--- src/rtl/jtag_bab_pkg.sv ---
package jtag_bab_pkg;
  localparam int IR_LEN = 5;
  localparam logic [IR_LEN-1:0] BLOCK_OPCODE = 5'h12;

  typedef enum logic [1:0] {
    SZ_BYTE = 2'd0,
    SZ_HALF = 2'd1,
    SZ_WORD = 2'd2
  } acc_size_e;

  // address stride for a size code; code 3 is treated as a word
  function automatic logic [2:0] size_step(input logic [1:0] sz);
    case (sz)
      SZ_BYTE: return 3'd1;
      SZ_HALF: return 3'd2;
      default: return 3'd4;
    endcase
  endfunction
endpackage

--- src/rtl/jtag_ba_ir.sv ---
module jtag_ba_ir
  import jtag_bab_pkg::*;
(
  input  logic tck,
  input  logic rst_n,
  input  logic capture_ir,
  input  logic shift_ir,
  input  logic update_ir,
  input  logic tdi,
  input  logic prot,
  input  logic err,
  input  logic busy,
  output logic ir_tdo,
  output logic sel,
  output logic enter
);
  logic [IR_LEN-1:0] ir_q, ir_d;
  logic              sel_d;

  always_comb begin
    ir_d = ir_q;
    if (capture_ir)    ir_d = {prot, err, busy, 2'b01};
    else if (shift_ir) ir_d = {tdi, ir_q[IR_LEN-1:1]};
    sel_d = update_ir ? (ir_q == BLOCK_OPCODE) : sel;
  end

  always_ff @(posedge tck or negedge rst_n) begin
    if (!rst_n) begin
      ir_q <= '0;
      sel  <= 1'b0;
    end else begin
      ir_q <= ir_d;
      sel  <= sel_d;
    end
  end

  assign ir_tdo = ir_q[0];
  assign enter  = update_ir && (ir_q == BLOCK_OPCODE);

  // selection only ever starts at an instruction update
  a_r1_sel_from_update: assert property (@(posedge tck) disable iff (!rst_n)
    $rose(sel) |-> $past(update_ir));
endmodule

--- src/rtl/jtag_ba_dr.sv ---
module jtag_ba_dr #(
  parameter int DR_W = 34
) (
  input  logic            tck,
  input  logic            rst_n,
  input  logic            en,
  input  logic            capture,
  input  logic            shift,
  input  logic            tdi,
  input  logic [DR_W-1:0] cap_val,
  output logic [DR_W-1:0] sr
);
  logic [DR_W-1:0] sr_d;

  always_comb begin
    sr_d = sr;
    if (en && capture)    sr_d = cap_val;
    else if (en && shift) sr_d = {tdi, sr[DR_W-1:1]};
  end

  always_ff @(posedge tck or negedge rst_n) begin
    if (!rst_n) sr <= '0;
    else        sr <= sr_d;
  end
endmodule

--- src/rtl/jtag_ba_seq.sv ---
module jtag_ba_seq
  import jtag_bab_pkg::*;
#(
  parameter int ADDR_W = 32
) (
  input  logic              tck,
  input  logic              rst_n,
  input  logic              cfg_load,
  input  logic [ADDR_W-1:0] cfg_addr,
  input  logic [1:0]        cfg_size,
  input  logic              cfg_write,
  input  logic              advance,
  output logic [ADDR_W-1:0] addr,
  output logic [ADDR_W-1:0] addr_next,
  output logic [1:0]        size,
  output logic              write
);
  logic [ADDR_W-1:0] addr_d;
  logic [1:0]        size_d;
  logic              write_d;

  assign addr_next = addr + ADDR_W'(size_step(size));

  always_comb begin
    addr_d  = addr;
    size_d  = size;
    write_d = write;
    if (cfg_load) begin
      addr_d  = cfg_addr + ADDR_W'(size_step(cfg_size));
      size_d  = cfg_size;
      write_d = cfg_write;
    end else if (advance) begin
      addr_d  = addr_next;
    end
  end

  always_ff @(posedge tck or negedge rst_n) begin
    if (!rst_n) begin
      addr  <= '0;
      size  <= 2'd0;
      write <= 1'b0;
    end else begin
      addr  <= addr_d;
      size  <= size_d;
      write <= write_d;
    end
  end

  // the address moves only on a load or an accepted access
  a_r7_addr_hold: assert property (@(posedge tck) disable iff (!rst_n)
    (!cfg_load && !advance) |=> $stable(addr));
endmodule

--- src/rtl/jtag_ba_bus.sv ---
module jtag_ba_bus #(
  parameter int ADDR_W = 32,
  parameter int DATA_W = 32
) (
  input  logic              tck,
  input  logic              rst_n,
  input  logic              launch,
  input  logic [ADDR_W-1:0] ld_addr,
  input  logic [1:0]        ld_size,
  input  logic              ld_we,
  input  logic [DATA_W-1:0] ld_wdata,
  output logic              req,
  output logic [ADDR_W-1:0] addr,
  output logic [1:0]        size,
  output logic              we,
  output logic [DATA_W-1:0] wdata,
  input  logic [DATA_W-1:0] rdata,
  input  logic              ack,
  input  logic              err_in,
  output logic [DATA_W-1:0] rbuf,
  output logic              err_hit
);
  logic              req_d, we_d;
  logic [ADDR_W-1:0] addr_d;
  logic [1:0]        size_d;
  logic [DATA_W-1:0] wdata_d, rbuf_d, lane_mask;

  always_comb begin
    case (size)
      2'd0:    lane_mask = DATA_W'(8'hFF);
      2'd1:    lane_mask = DATA_W'(16'hFFFF);
      default: lane_mask = '1;
    endcase
  end

  always_comb begin
    req_d = req; addr_d = addr; size_d = size; we_d = we;
    wdata_d = wdata; rbuf_d = rbuf;
    if (req && ack) begin
      req_d = 1'b0;
      if (!we) rbuf_d = rdata & lane_mask;
    end
    if (launch) begin
      req_d = 1'b1; addr_d = ld_addr; size_d = ld_size;
      we_d = ld_we; wdata_d = ld_wdata;
    end
  end

  always_ff @(posedge tck or negedge rst_n) begin
    if (!rst_n) begin
      req <= 1'b0; addr <= '0; size <= 2'd0; we <= 1'b0;
      wdata <= '0; rbuf <= '0;
    end else begin
      req <= req_d; addr <= addr_d; size <= size_d; we <= we_d;
      wdata <= wdata_d; rbuf <= rbuf_d;
    end
  end

  assign err_hit = req && ack && err_in;

  // request attributes hold until acknowledged
  a_r10_req_hold: assert property (@(posedge tck) disable iff (!rst_n)
    (req && !ack) |=> (req && $stable(addr) && $stable(size) && $stable(we) && $stable(wdata)));
  // a new access is only started on an idle bus
  a_r10_launch_idle: assert property (@(posedge tck) disable iff (!rst_n)
    launch |-> !req);
endmodule

--- src/rtl/jtag_block_access.sv ---
module jtag_block_access
  import jtag_bab_pkg::*;
#(
  parameter int ADDR_W = 32,
  parameter int DATA_W = 32
) (
  input  logic              tck,
  input  logic              rst_n,
  input  logic              capture_ir,
  input  logic              shift_ir,
  input  logic              update_ir,
  input  logic              capture_dr,
  input  logic              shift_dr,
  input  logic              update_dr,
  input  logic              tdi,
  output logic              tdo,
  input  logic              prot,
  input  logic              cfg_load,
  input  logic [ADDR_W-1:0] cfg_addr,
  input  logic [1:0]        cfg_size,
  input  logic              cfg_write,
  output logic              bus_req,
  output logic [ADDR_W-1:0] bus_addr,
  output logic [1:0]        bus_size,
  output logic              bus_we,
  output logic [DATA_W-1:0] bus_wdata,
  input  logic [DATA_W-1:0] bus_rdata,
  input  logic              bus_ack,
  input  logic              bus_err
);
  localparam int DR_W = DATA_W + 2;

  logic              sel, enter, ir_tdo, err_hit;
  logic              err_q, err_d, scan_ok, scan_ok_d;
  logic              dr_act, launch;
  logic [DR_W-1:0]   sr;
  logic [DATA_W-1:0] rbuf;
  logic [ADDR_W-1:0] cur_addr, nxt_addr, launch_addr;
  logic [1:0]        cur_size;
  logic              cur_write;

  jtag_ba_ir u_ir (
    .tck(tck), .rst_n(rst_n), .capture_ir(capture_ir), .shift_ir(shift_ir),
    .update_ir(update_ir), .tdi(tdi), .prot(prot), .err(err_q), .busy(bus_req),
    .ir_tdo(ir_tdo), .sel(sel), .enter(enter)
  );

  jtag_ba_dr #(.DR_W(DR_W)) u_dr (
    .tck(tck), .rst_n(rst_n), .en(sel), .capture(capture_dr), .shift(shift_dr),
    .tdi(tdi), .cap_val({rbuf, err_q, bus_req}), .sr(sr)
  );

  jtag_ba_seq #(.ADDR_W(ADDR_W)) u_seq (
    .tck(tck), .rst_n(rst_n), .cfg_load(cfg_load), .cfg_addr(cfg_addr),
    .cfg_size(cfg_size), .cfg_write(cfg_write), .advance(dr_act),
    .addr(cur_addr), .addr_next(nxt_addr), .size(cur_size), .write(cur_write)
  );

  jtag_ba_bus #(.ADDR_W(ADDR_W), .DATA_W(DATA_W)) u_bus (
    .tck(tck), .rst_n(rst_n), .launch(launch), .ld_addr(launch_addr),
    .ld_size(cur_size), .ld_we(cur_write), .ld_wdata(sr[DR_W-1:2]),
    .req(bus_req), .addr(bus_addr), .size(bus_size), .we(bus_we),
    .wdata(bus_wdata), .rdata(bus_rdata), .ack(bus_ack), .err_in(bus_err),
    .rbuf(rbuf), .err_hit(err_hit)
  );

  // an update acts only if its capture found the bus idle
  assign dr_act      = update_dr && sel && scan_ok;
  assign launch      = (enter && !cur_write && !bus_req) || dr_act;
  assign launch_addr = (dr_act && !cur_write) ? nxt_addr : cur_addr;
  assign tdo         = shift_ir ? ir_tdo : sr[0];

  always_comb begin
    err_d = err_q;
    if (err_hit)        err_d = 1'b1;
    else if (update_ir) err_d = 1'b0;
    scan_ok_d = scan_ok;
    if (capture_dr && sel) scan_ok_d = !bus_req;
    else if (update_dr)    scan_ok_d = 1'b0;
  end

  always_ff @(posedge tck or negedge rst_n) begin
    if (!rst_n) begin
      err_q   <= 1'b0;
      scan_ok <= 1'b0;
    end else begin
      err_q   <= err_d;
      scan_ok <= scan_ok_d;
    end
  end

  // an update after a busy capture starts no bus cycle
  a_r7_busy_drop: assert property (@(posedge tck) disable iff (!rst_n)
    (update_dr && !scan_ok && !update_ir) |=> !$rose(bus_req));
  // error flag survives everything but an instruction load
  a_r8_err_sticky: assert property (@(posedge tck) disable iff (!rst_n)
    (err_q && !update_ir) |=> err_q);
  // no bus activity while another instruction is active
  a_r11_unselected_quiet: assert property (@(posedge tck) disable iff (!rst_n)
    (!sel && !update_ir) |=> !$rose(bus_req));
endmodule

--- config.mk ---
export PLATFORM = sky130hd
export DESIGN_NAME = jtag_block_access
export DESIGN_NICKNAME = d
export VERILOG_FILES = /design/src/rtl/jtag_bab_pkg.sv /design/src/rtl/jtag_ba_ir.sv /design/src/rtl/jtag_ba_dr.sv /design/src/rtl/jtag_ba_seq.sv /design/src/rtl/jtag_ba_bus.sv /design/src/rtl/jtag_block_access.sv
export SDC_FILE = /design/constraint.sdc
export NUM_CORES = 1
export LEC_CHECK = 0
export CAP_MARGIN = 15
export CORE_UTILIZATION = 49
export DETAILED_ROUTE_END_ITERATION = 7
export GPL_ROUTABILITY_DRIVEN = 0
export PLACE_DENSITY_LB_ADDON = 0.05
export SYNTH_ARGS = -nofsm -noshare
export SYNTH_HDL_FRONTEND = slang
export SYNTH_SLANG_ARGS = --single-unit
--- constraint.sdc ---
create_clock -name tck -period 2.6 [get_ports tck]
set_clock_uncertainty 0.2 [all_clocks]
set_input_delay 0.65 -clock tck [delete_from_list [all_inputs] [get_ports tck]]
set_output_delay 0.65 -clock tck [all_outputs]
set_load 0.01 [all_outputs]
==> results_dict.tcl <==
set metrics [dict create \
    synthSimpleGateAreaFrac_pct 22.00 \
    syn_nets 1068 \
    rsz0062_at_grt "true" \
    dieArea_um2 19130 \
    cp_num_buf_inv 0 \
    post-route-period-util_pct 97.50 \
    ant_nets 0 \
    start_util_pct 50.34 \
    syn-cell-area_um2 9105 \
    outcome "finished, violations left" \
    post-route-drc-count 26 \
    coreArea_um2 18090 \
    power_frac_clock_pct 39.9 \
    yosys_warnings 0 \
    synth_ff_type "dfrtp_1" \
    worst_ep_arrival_time_ns 2.62 \
    powerDensity_nw_per_um2 515.5 \
    power.leakage_uw 0.005539 \
    synth_top_family_by_area "simple AND/OR/NAND/NOR gates" \
    setup_violations 0 \
    hold_viol_final 0 \
    r2r_slack_ns 0.06 \
    worst_pin_slew_ns 0.7063 \
    syn_avg_cell_area_um2 9.291 \
    numPortBuffers 148 \
    violations "design-rule violations" \
    synth-edff-count 0 \
    slowest_stage "or4_4" \
    synthAdderAreaFrac_pct 1.264 \
    seq_area_frac_synth_pct 48.65 \
    clock_latency_ns 0.43 \
    grt_pass1_wl_um 38300 \
    place.detailed.hpwl_um 16890 \
    overflow 0 \
    synthXorXnorAreaFrac_pct 5.579 \
    pwr-share-seq_pct 48.1 \
    fin_ws_ns 0.06500 \
    cts.clk_slew.worst_paths_ns 0.07 \
    comb_power_share_pct 12.1 \
    nFillCells 1464 \
    path_delay_family "simple AND/OR/NAND/NOR gates" \
    slowest_delay_ns 0.57 \
    path_max_fanout 4 \
    timing.fmax_mhz 394.5 \
    synth_cell_types 55 \
    vdd.ir_drop.worst_mv 0.4245 \
    cap_viol_max_count 0 \
    path_cells "nor2_2, ha_2, fa_2, a21oi_4, or4_4, nor4_4, xnor2_1, mux2i_1" \
    muxShareOfSynthArea_pct 7.984 \
    drt-wirelength-per-cell_um 16.19 \
    num-nets-final 1269 \
    ys_ff_latch 177 \
    drt-total-wl_um 23020 \
    drive_gt1_share_pct 15.00 \
    pre_cts_ws_ns -0.5466 \
    hold_path_class "flip-flop to flip-flop" \
    synthToLayoutAreaGrowth_pct 33.35 \
    via_per_inst 5.442 \
    required_ns 2.69 \
    async_reset_ff_share_pct 100.0 \
    vias 7739 \
    start_kind "flip-flop" \
    drt_iter0_markers 455 \
    track_usage_pct 25.01 \
    syn_inst 980 \
    fp-row-count 49 \
    grt_pass1_vias 7376 \
    numCtsBuffers 17 \
    ioPinCount 149 \
    clockRootBuffer "clkbuf_16" \
    power_uw 6259 \
    cp-end-kind "flip-flop" \
    p_sw_uw 1666 \
    slew_headroom_pct 52.92 \
    clockBufferDepth 2 \
    cts_tree "done" \
    antenna_found_initial 0 \
    switching_share_pct 26.61 \
    die_y_um 138.3 \
    grt_max_degree 64 \
    diodes 0 \
    firstDrtPassIters 8 \
    htreeDepth 4 \
    clock-sinks 177 \
    synth_compound_gate_area_share_pct 11.21 \
    worst-setup-path-type "flip-flop to flip-flop" \
    power.internal_uw 4594 \
    drv_slew 0 \
    fp.dieW_um 138.3 \
    timing.final.crit_period_ns 2.535 \
]
==> worst min-delay path, delay by kind of cell (launching register included) <==
kind | cells | cell delay (ns)
and+or+nand+nor | 2 | 0.09
DFF | 1 | 0.34
==> power by group through the flow <==
stage                     clock, uW  sequential, uW  combinational [uW]
final                          2490            3010                 757
after global routing           2650            3020                 833
after CTS                      2550            3000                 735
after detailed placement          0            3050                 726
after global placement            0            3050                 716
after floorplan                   0            3000                 353
==> kinds of logic after synthesis <==
kind of cell               after synthesis
and+or+nand+nor                        422
adders and majority gates                8
buffers and inverters                   75
DFF                                    177
xor gates and xnor gates                58
AOI/OAI and AO/OA                      169
muxes                                   71
==> flip-flops by register name, indices dropped and copies added (netlist names) <==
name,count
u_ir.ir_q,5
u_bus.wdata,32
u_bus.we,1
u_seq.addr,32
u_seq.write,1
scan_ok,1
u_bus.addr,32
u_ir.sel,1
u_bus.req,1
u_dr.sr,34
u_bus.rbuf,32
u_seq.size,2
u_bus.size,2
err_q,1
==> repair_timing <==
item,4_1_cts,5_1_grt
endpoints found under the hold margin,27,0
buffers inserted,0,5
gates resized for setup,5,20
pin swaps,0,7
endpoints found under the setup margin,12,30
hold buffers,1,0
==> cell type report <==
class / count / area, um2 / area share [%]
clock buffers: 17 / 425.4 / 3.504
multi-input cells: 728 / 4508 / 37.13
well taps: 229 / 286.5 / 2.360
clock inverters: 14 / 148.9 / 1.226
inverters: 10 / 37.54 / 0.3092
repair buffers: 247 / 2305 / 18.98
flip-flops and latches: 177 / 4431 / 36.49
==> cells in the mapped netlist, drive strengths merged (12+ instances only) <==
cell,count,share of area (%)
a21oi,20,1.1
xor2,28,2.7
nand4,34,2.5
and3,16,1.1
o21ai,93,5.1
mux2i,58,6.4
mux2,13,1.6
buf,16,0.87
clkbuf,49,2.0
nor2,32,1.3
nand2,245,10
nor4,15,1.4
dfrtp,177,49
o211ai,12,0.99
xnor2,30,2.9
nand3,40,2.4
==> metrics by stage <==
| stage | instances | util, % | instance area [um2] | setup TNS, ns | hold slack (ns) |
|---|---|---|---|---|---|
| after floorplan | 980 | - | 9105 | 0 | 0.1544 |
| after global placement | 1385 | 63.07 | 11410 | -11.94 | 0.2479 |
| after detailed placement | 1385 | 63.07 | 11410 | -12.81 | 0.2549 |
| after CTS | 1417 | 66.41 | 12010 | 0 | 0.2705 |
| after global routing | 1422 | 67.13 | 12140 | -0.02988 | 0.2957 |
| final | 1422 | 67.13 | 12140 | 0 | 0.2630 |
==> layout by cell type, fill, tap and decap left out, drive strengths merged, types with 3 or more instances in the layout <==
master / count
a21oi: 20
dlymetal6s2s: 3
a31oi: 11
or3: 4
a21o: 5
clkdlybuf4s50: 142
ha: 6
nor3: 9
nor2: 32
clkbuf: 17
nor2b: 4
o211ai: 12
clkinvlp: 4
nor4: 15
inv: 16
mux2: 13
a22oi: 3
clkinv: 3
o311ai: 7
xor2: 28
or4: 5
dfrtp: 177
and3: 16
nand4: 34
and4: 8
mux2i: 58
o31a: 3
xnor2: 30
o21ai: 93
nand3: 40
nand2: 245
a221o: 5
buf: 100
==> worst paths after layout <==
kind / start / to / cells past startpoint
setup / recovery: u_seq.size[0] / u_seq.addr[28] / 8
hold / removal: u_bus.wdata[7] / u_bus.wdata[7] / 2
setup reg to reg: u_seq.size[0] / u_seq.addr[28] / 8
hold reg to reg: u_bus.wdata[7] / u_bus.wdata[7] / 2
max in group asynchronous: rst_n / u_bus.rbuf[7] / 3
min in group asynchronous: rst_n / u_dr.sr[23] / 2
==> routing by layer <==
| layer | wire length, um | part of all wire (%) | vias up | GRT usage, % |
|---|---|---|---|---|
| li1 | - | - | 3834 | - |
| met1 | 10440 | 45 | 3635 | 34.16 |
| met2 | 11100 | 48 | 233 | 40.56 |
| met3 | 973 | 4.2 | 37 | 3.914 |
| met4 | 503 | 2.2 | 0 | 8.870 |
| met5 | 0 | 0 | - | 0 |
No activity file was read; power rests on OpenSTA's default activity.
